### config.mk
export PLATFORM = sky130hd
export DESIGN_NAME = lineGearbox
export DESIGN_NICKNAME = d
export VERILOG_FILES = /design/src/rtl/gbPkg.sv /design/src/rtl/gbControl.sv /design/src/rtl/gbDatapath.sv /design/src/rtl/lineGearbox.sv
export SDC_FILE = /design/constraint.sdc
export NUM_CORES = 1
export LEC_CHECK = 0
export CAP_MARGIN = 20
export CORE_MARGIN = 8
export CORE_UTILIZATION = 45
export DETAILED_ROUTE_END_ITERATION = 6
export PLACE_DENSITY_LB_ADDON = 0.3
export SKIP_LAST_GASP = 1
export SLEW_MARGIN = 40
export SYNTH_ARGS = -nofsm -noshare
export SYNTH_HDL_FRONTEND = slang
export SYNTH_HIERARCHICAL = 1
export SYNTH_SLANG_ARGS = --single-unit
### constraint.sdc
create_clock -name clk -period 2.4 [get_ports clk]
set_input_delay 0.36 -clock clk [delete_from_list [all_inputs] [get_ports clk]]
set_output_delay 0.36 -clock clk [all_outputs]
set_load 0.05 [all_outputs]
### src/rtl/gbPkg.sv
package gbPkg;
  // Strobes from the control half to the datapath half
  typedef struct packed {
    logic serial;   // latched mode: bit-serial pass-through
    logic wide;     // latched mode: full-width words (parallel only)
    logic lastBit;  // current cycle carries the last bit of a word
  } gbStrobeT;
endpackage

### src/rtl/gbControl.sv
module gbControl
  import gbPkg::*;
#(
  parameter int WORD_W = 8
) (
  input  logic     clk,
  input  logic     rst,
  input  logic     parModeIn,
  input  logic     wideIn,
  output gbStrobeT strb
);
  localparam int HALF_W = WORD_W / 2;
  localparam int CNT_W  = $clog2(WORD_W);
  localparam logic [CNT_W-1:0] LAST_WIDE   = CNT_W'(WORD_W - 1);
  localparam logic [CNT_W-1:0] LAST_NARROW = CNT_W'(HALF_W - 1);

  logic             serialQ;
  logic             wideQ;
  logic [CNT_W-1:0] bitCnt;
  logic [CNT_W-1:0] lastIdx;
  logic             lastBit;

  // Mode is only sampled while in reset
  always_ff @(posedge clk) begin
    if (rst) begin
      serialQ <= ~parModeIn;
      wideQ   <= parModeIn & wideIn;
    end
  end

  assign lastIdx = wideQ ? LAST_WIDE : LAST_NARROW;
  assign lastBit = ~serialQ & (bitCnt == lastIdx);

  always_ff @(posedge clk) begin
    if (rst || serialQ || lastBit) bitCnt <= '0;
    else                           bitCnt <= bitCnt + 1'b1;
  end

  assign strb.serial  = serialQ;
  assign strb.wide    = wideQ;
  assign strb.lastBit = lastBit;

  AST_CNT_BOUND: assert property (@(posedge clk) disable iff (rst)
    bitCnt <= lastIdx) else $error("bit counter past word end");

  AST_ENABLE_SINGLE: assert property (@(posedge clk) disable iff (rst)
    strb.lastBit |=> !strb.lastBit) else $error("word enable repeated");

  AST_MODE_FROZEN: assert property (@(posedge clk) disable iff (rst)
    1'b1 |=> ($stable(serialQ) && $stable(wideQ))) else $error("mode moved outside reset");
endmodule

### src/rtl/gbDatapath.sv
module gbDatapath
  import gbPkg::*;
#(
  parameter int WORD_W = 8
) (
  input  logic              clk,
  input  logic              rst,
  input  gbStrobeT          strb,
  input  logic [WORD_W-1:0] txWord,
  input  logic              txSerIn,
  input  logic              rxSerIn,
  output logic              txLine,
  output logic [WORD_W-1:0] rxWord,
  output logic              rxWordValid,
  output logic              rxSerOut
);
  localparam int HALF_W = WORD_W / 2;

  logic [WORD_W-1:0] txSh;
  logic [WORD_W-1:0] txLoad;
  logic [WORD_W-2:0] rxSh;
  logic [WORD_W-1:0] rxFull;
  logic [WORD_W-1:0] rxPick;

  // Narrow words are left-justified so the same MSB tap serves both widths
  assign txLoad = strb.wide ? txWord : {txWord[HALF_W-1:0], {HALF_W{1'b0}}};

  always_ff @(posedge clk) begin
    if (rst)               txSh <= '0;
    else if (strb.serial)  txSh <= {txSerIn, {(WORD_W-1){1'b0}}};
    else if (strb.lastBit) txSh <= txLoad;
    else                   txSh <= {txSh[WORD_W-2:0], 1'b0};
  end
  assign txLine = txSh[WORD_W-1];

  // Receive: earliest bit ends up highest
  assign rxFull = {rxSh, rxSerIn};
  assign rxPick = strb.wide ? rxFull : {{HALF_W{1'b0}}, rxFull[HALF_W-1:0]};

  always_ff @(posedge clk) begin
    if (rst) begin
      rxSh        <= '0;
      rxWord      <= '0;
      rxWordValid <= 1'b0;
      rxSerOut    <= 1'b0;
    end else begin
      rxSh        <= rxFull[WORD_W-2:0];
      rxWordValid <= strb.serial | strb.lastBit;
      rxSerOut    <= strb.serial & rxSerIn;
      if (strb.lastBit) rxWord <= rxPick;
    end
  end

  AST_RX_HOLD: assert property (@(posedge clk) disable iff (rst)
    !rxWordValid |-> $stable(rxWord)) else $error("rx word moved without strobe");

  AST_RX_UPPER_ZERO: assert property (@(posedge clk) disable iff (rst)
    (!strb.serial && !strb.wide) |-> (rxWord[WORD_W-1:HALF_W] == '0)) else $error("upper rx bits set");

  AST_SER_PASS: assert property (@(posedge clk) disable iff (rst)
    strb.serial |=> (txLine == $past(txSerIn))) else $error("serial tx path wrong");

  AST_TX_MSB_FIRST: assert property (@(posedge clk) disable iff (rst)
    strb.lastBit |=> (txLine == (strb.wide ? $past(txWord[WORD_W-1]) : $past(txWord[HALF_W-1]))))
    else $error("first tx bit not MSB");
endmodule

### src/rtl/lineGearbox.sv
module lineGearbox
  import gbPkg::*;
#(
  parameter int WORD_W = 8
) (
  input  logic              clk,
  input  logic              rst,
  input  logic              parModeIn,
  input  logic              wideIn,
  input  logic [WORD_W-1:0] txWord,
  input  logic              txSerIn,
  input  logic              rxSerIn,
  output logic              txLine,
  output logic              txWordEn,
  output logic [WORD_W-1:0] rxWord,
  output logic              rxWordValid,
  output logic              rxSerOut
);
  gbStrobeT strb;

  gbControl #(.WORD_W(WORD_W)) uCtrl (
    .clk(clk), .rst(rst), .parModeIn(parModeIn), .wideIn(wideIn), .strb(strb)
  );

  gbDatapath #(.WORD_W(WORD_W)) uData (
    .clk(clk), .rst(rst), .strb(strb), .txWord(txWord), .txSerIn(txSerIn),
    .rxSerIn(rxSerIn), .txLine(txLine), .rxWord(rxWord),
    .rxWordValid(rxWordValid), .rxSerOut(rxSerOut)
  );

  assign txWordEn = strb.serial | strb.lastBit;
endmodule

### After elaboration in Yosys (flattened, before gate mapping)

Index checks and enable logic that the tools add are counted.

| word-level totals | value |
|---|---|
| bits in registers | 30 |
| output and inout port bits | 12 |
| word-level logic and storage cells | 29 |

| operators by class | value |
|---|---|
| add/subtract/negate cells | 1 |
| equal/unequal tests | 1 |
| mux-type cells | 5 |
| bitwise operators | 8 |
| reduce and logical (&&, ||, !) cells | 4 |

Operator list:

| cell | count |
|---|---|
| two-way mux 8 bit | 4 |
| inverter 1 bit | 4 |
| OR reduction 4 bit | 1 |
| adder 3 x 1 -> 3 bit, second input constant | 1 |
| AND 1 bit | 3 |
| equality test 3 bit | 1 |
| two-way mux 3 bit | 1 |
| logical OR 1 bit | 2 |
| OR reduction 2 bit | 1 |
| OR 1 bit | 1 |

### Depth between registers and ports, before layout

| logic depth | value |
|---|---|
| word-level depth | 5 |
| gate-level depth with buffers | 7 |
| depth with buffers taken out | 4 |

### By module

Netlist, hierarchy kept.

By module, submodules not included:

| module | times used | cells each | area an instance (um^2) |
|---|---|---|---|
| gbDatapath | 1 | 88 | 890.9 |
| gbControl | 1 | 19 | 237.7 |
| lineGearbox | 1 | 1 | 6.3 |

### Worst setup path before layout

No wires, ideal clock.

| path | value |
|---|---|
| kind | register to output |
| start | register uCtrl.wideQ |
| end | output port txWordEn |
| arrival | 1.346 ns |
| required time | 2.040 ns |
| setup slack | 0.694 ns |
| cell stages (with the launch flop) | 5 |
| path buffers | 1 |
| cells stage by stage | edfxtp_1 xnor2_1 and3b_1 buf_4 or2_1 |

| between the ends | value |
|---|---|
| cells in the longest elaborated chain, start to end | 4 |

Ends and longest elaborated chain:

| what | line | source |
|---|---|---|
| from (decl) | gbControl.sv:18 | `logic wideQ;` |
| from (signal assigned) | gbControl.sv:27 | `wideQ <= parModeIn & wideIn;` |
| two-way mux 3 bit | gbControl.sv:31 | `assign lastIdx = wideQ ? LAST_WIDE : LAST_NARROW;` |
| equality test 3 bit | gbControl.sv:32 | `assign lastBit = ~serialQ & (bitCnt == lastIdx);` |
| AND 1 bit | gbControl.sv:32 |  |
| named net uCtrl.lastBit | gbControl.sv:21 | `logic lastBit;` |
| OR 1 bit | lineGearbox.sv:31 | `assign txWordEn = strb.serial \| strb.lastBit;` |
| to (decl) | lineGearbox.sv:14 | `output logic txWordEn,` |

The timed path passes the listed nets, and every way through them passes these cells.

==> qor.csv <==
metric;value;unit
clk root buf;clkbuf_4;
Port Buffers;25;
worst-margin pin slew;0.501;ns
wire length on met2;1010;um
detailed-routed wire length on met3;148;um
crit path launch type;flip-flop;
pwr dens;631;nW/um2
sequential fraction of the synthesis area;54.7;%
Synth cell types;27;
static leakage;0.515;nW
setup repair after global routing missed its margin;no;
Worst setup EP type;primary output;
WL final;2150;um
DRT met1 WL;911;um
antenna cells;0;
TritonCTS clock tree;built;
Yosys warnings;6;
Clock Sinks;30;
via count;794;
FP Rows;18;
drt pass-1 iters;4;
gpl congestion;0.748;
WL/cell;13.1;um
die width;66.2;um
Core ar.;2430;um2
share of layout cells above drive strength 1;10.4;%
syn nets;123;
nets;148;
critical path type;reg2out;
CTS buffer count;5;
Max Used Layer;met4;
die height;66.2;um
vias in the first global route;886;
first-pass GRT wire length;3710;um
fill count;222;
synthesized area;1130;um2
fin crit period;1.92;ns
DP HPWL;1490;um
register clock-pin slew on the reported worst setup and hold paths;0.09;ns
worst-skew pair later-pin latency;0.33;ns
fin. max-slew vios;0;
Die ar.;4390;um2
I/O pins;26;
post-CTS sizing;0;
fmax;520;MHz
DRC violations left;0;
crit share post-route;80.1;%
hold buffers post-CTS;0;
min-delay worst type;reg2reg;
Final setup viols;0;
Avg Inst Size Synth;10.5;um2
status;finished clean;
Syn Inst Count;108;
initial antenna violation count;0;
Worst EP arrival;1.56;ns
via/cell ratio;4.84;
CTS Buffer Depth;2;
final instance area;1450;um2
clock skew;0.0109;ns
WP data required;2.04;ns
max-cap check violation count;0;
setup TNS;0;ns
Starting Density;46.7;%
largest net degree at the start of global routing;29;
total gr overflow;0;
Post-CTS Setup Bufs;0;
Final Hold Fails;0;
Layout area overhead;27.9;%
Starting DRT DRC Count;34;
DP Area;1390;um2
Rel. slew slack;66.5;%
ANT nets after route;0;
post-synthesis register bit count;30;
worst-path fanout max;3;
CTS H-Tree Depth;2;
gr usage total;11.4;%
VDD IR max;0.000504;V
==> through the flow <==
step,setup slack [ns],util (%),hold slack (ns),cells,power (mW)
2_1_floorplan,0.694,-,0.415,108,0.582
3_3_place_gp,0.661,57.2,0.424,156,0.620
3_5_place_dp,0.588,57.2,0.440,156,0.621
4_1_cts,0.444,59.7,0.453,164,0.933
5_1_grt,0.379,59.7,0.464,164,0.959
6_report,0.478,59.7,0.452,164,0.915
==> critical path, stage by stage (launching register included) <==
cell	delay (ns)
edfxtp_1	0.41
xnor2_1	0.31
and3b_1	0.22
or2_1	0.15
buf_12	0.14
==> where the power goes <==
part | total, mW | internal (mW) | switching (mW)
registers | 0.522 | 0.513 | 0.00810
logic | 0.0874 | 0.0442 | 0.0433
clock network | 0.306 | 0.142 | 0.165
==> cell type report <==
class                      count  area [um2]  share of cell area [%]
clock buffer                   7        55.1                    3.79
clock inverter                 1        5.00                   0.345
inverter                       2        7.51                   0.517
multi-input combinational     66         443                    30.5
sequential                    30         621                    42.8
tap                           30        37.5                    2.59
timing repair buffer          28         283                    19.5
==> cells in the final DEF, fill, tap and decap left out <==
cell,n
inv_1,2
nand3_1,8
or2_2,1
or4b_1,1
ha_1,1
or2_1,1
clkbuf_4,5
mux2i_1,8
nor2_1,10
buf_4,3
buf_12,1
a21oi_1,7
a2111oi_2,2
clkbuf_1,1
and3b_1,1
and2_1,2
clkbuf_8,1
o211ai_1,1
nand3b_1,2
dfxtp_1,28
or3b_1,1
nor2b_1,7
clkdlybuf4s50_1,24
a211oi_1,4
xnor2_1,1
edfxtp_1,2
nand2b_1,8
clkinv_2,1
==> routing by layer <==
metal  vias up  GRT usage [%]
li1        412              -
met1       357           10.6
met2        18           18.2
met3         7           5.25
met4         0           10.1
met5         -              0
==> state kept, by name, summed over array words and instances, names as in the netlist <==
signal and cells:
uData/rxSerOut 1, uData/rxWordValid 1, uCtrl/serialQ 1, uData/rxSh 7
uData/txSh 8, uData/rxWord 8, uCtrl/wideQ 1, uCtrl/bitCnt 3
==> final timing paths <==
| check | start | to | slack [ns] | depth (start not counted) |
|---|---|---|---|---|
| worst min-delay path | uData/txSh[1] | uData/txSh[2] | 0.45 | 2 |
| worst min register to register | uData/txSh[1] | uData/txSh[2] | 0.45 | 2 |
| worst max register to register | uCtrl/wideQ | uData/txSh[7] | 0.59 | 5 |
| worst max-delay path | uCtrl/wideQ | txWordEn | 0.48 | 4 |
==> synth_stat cells <==
cell | count | area share, %
dfxtp_1 | 28 | 49
or4b_1 | 1 | 0.88
nor2_1 | 10 | 3.3
buf_1 | 1 | 0.33
nand3b_1 | 2 | 1.3
edfxtp_1 | 2 | 5.3
ha_1 | 1 | 1.1
nand3_1 | 8 | 3.5
and3b_1 | 1 | 0.77
or2_2 | 1 | 0.55
mux2i_1 | 8 | 7.1
or3b_1 | 1 | 0.77
or2_1 | 1 | 0.55
a2111oi_2 | 2 | 2.6
and2_1 | 2 | 1.1
xnor2_1 | 1 | 0.77
a21oi_1 | 7 | 3.1
o211ai_1 | 1 | 0.66
nor2b_1 | 7 | 3.9
inv_1 | 2 | 0.66
clkbuf_1 | 1 | 0.33
nand2b_1 | 8 | 4.4
buf_6 | 1 | 0.99
clkbuf_2 | 1 | 0.44
buf_4 | 4 | 2.6
buf_2 | 2 | 0.88
a211oi_1 | 4 | 2.6
==> cells by family (layout without fill, tap and decap cells) <==
logic type,Yosys count,after routing,share of synthesized area (%)
XOR/XNOR,1,1,0.772
flip-flops,30,30,54.7
AND/OR/NAND/NOR,42,42,21.1
buffers and inverters,12,38,6.28
AO/OA/AOI/OAI,14,14,9.04
multiplexers,8,8,7.06
adder cells (fa/ha/maj),1,1,1.10
Power figures use the tool's default switching activity.
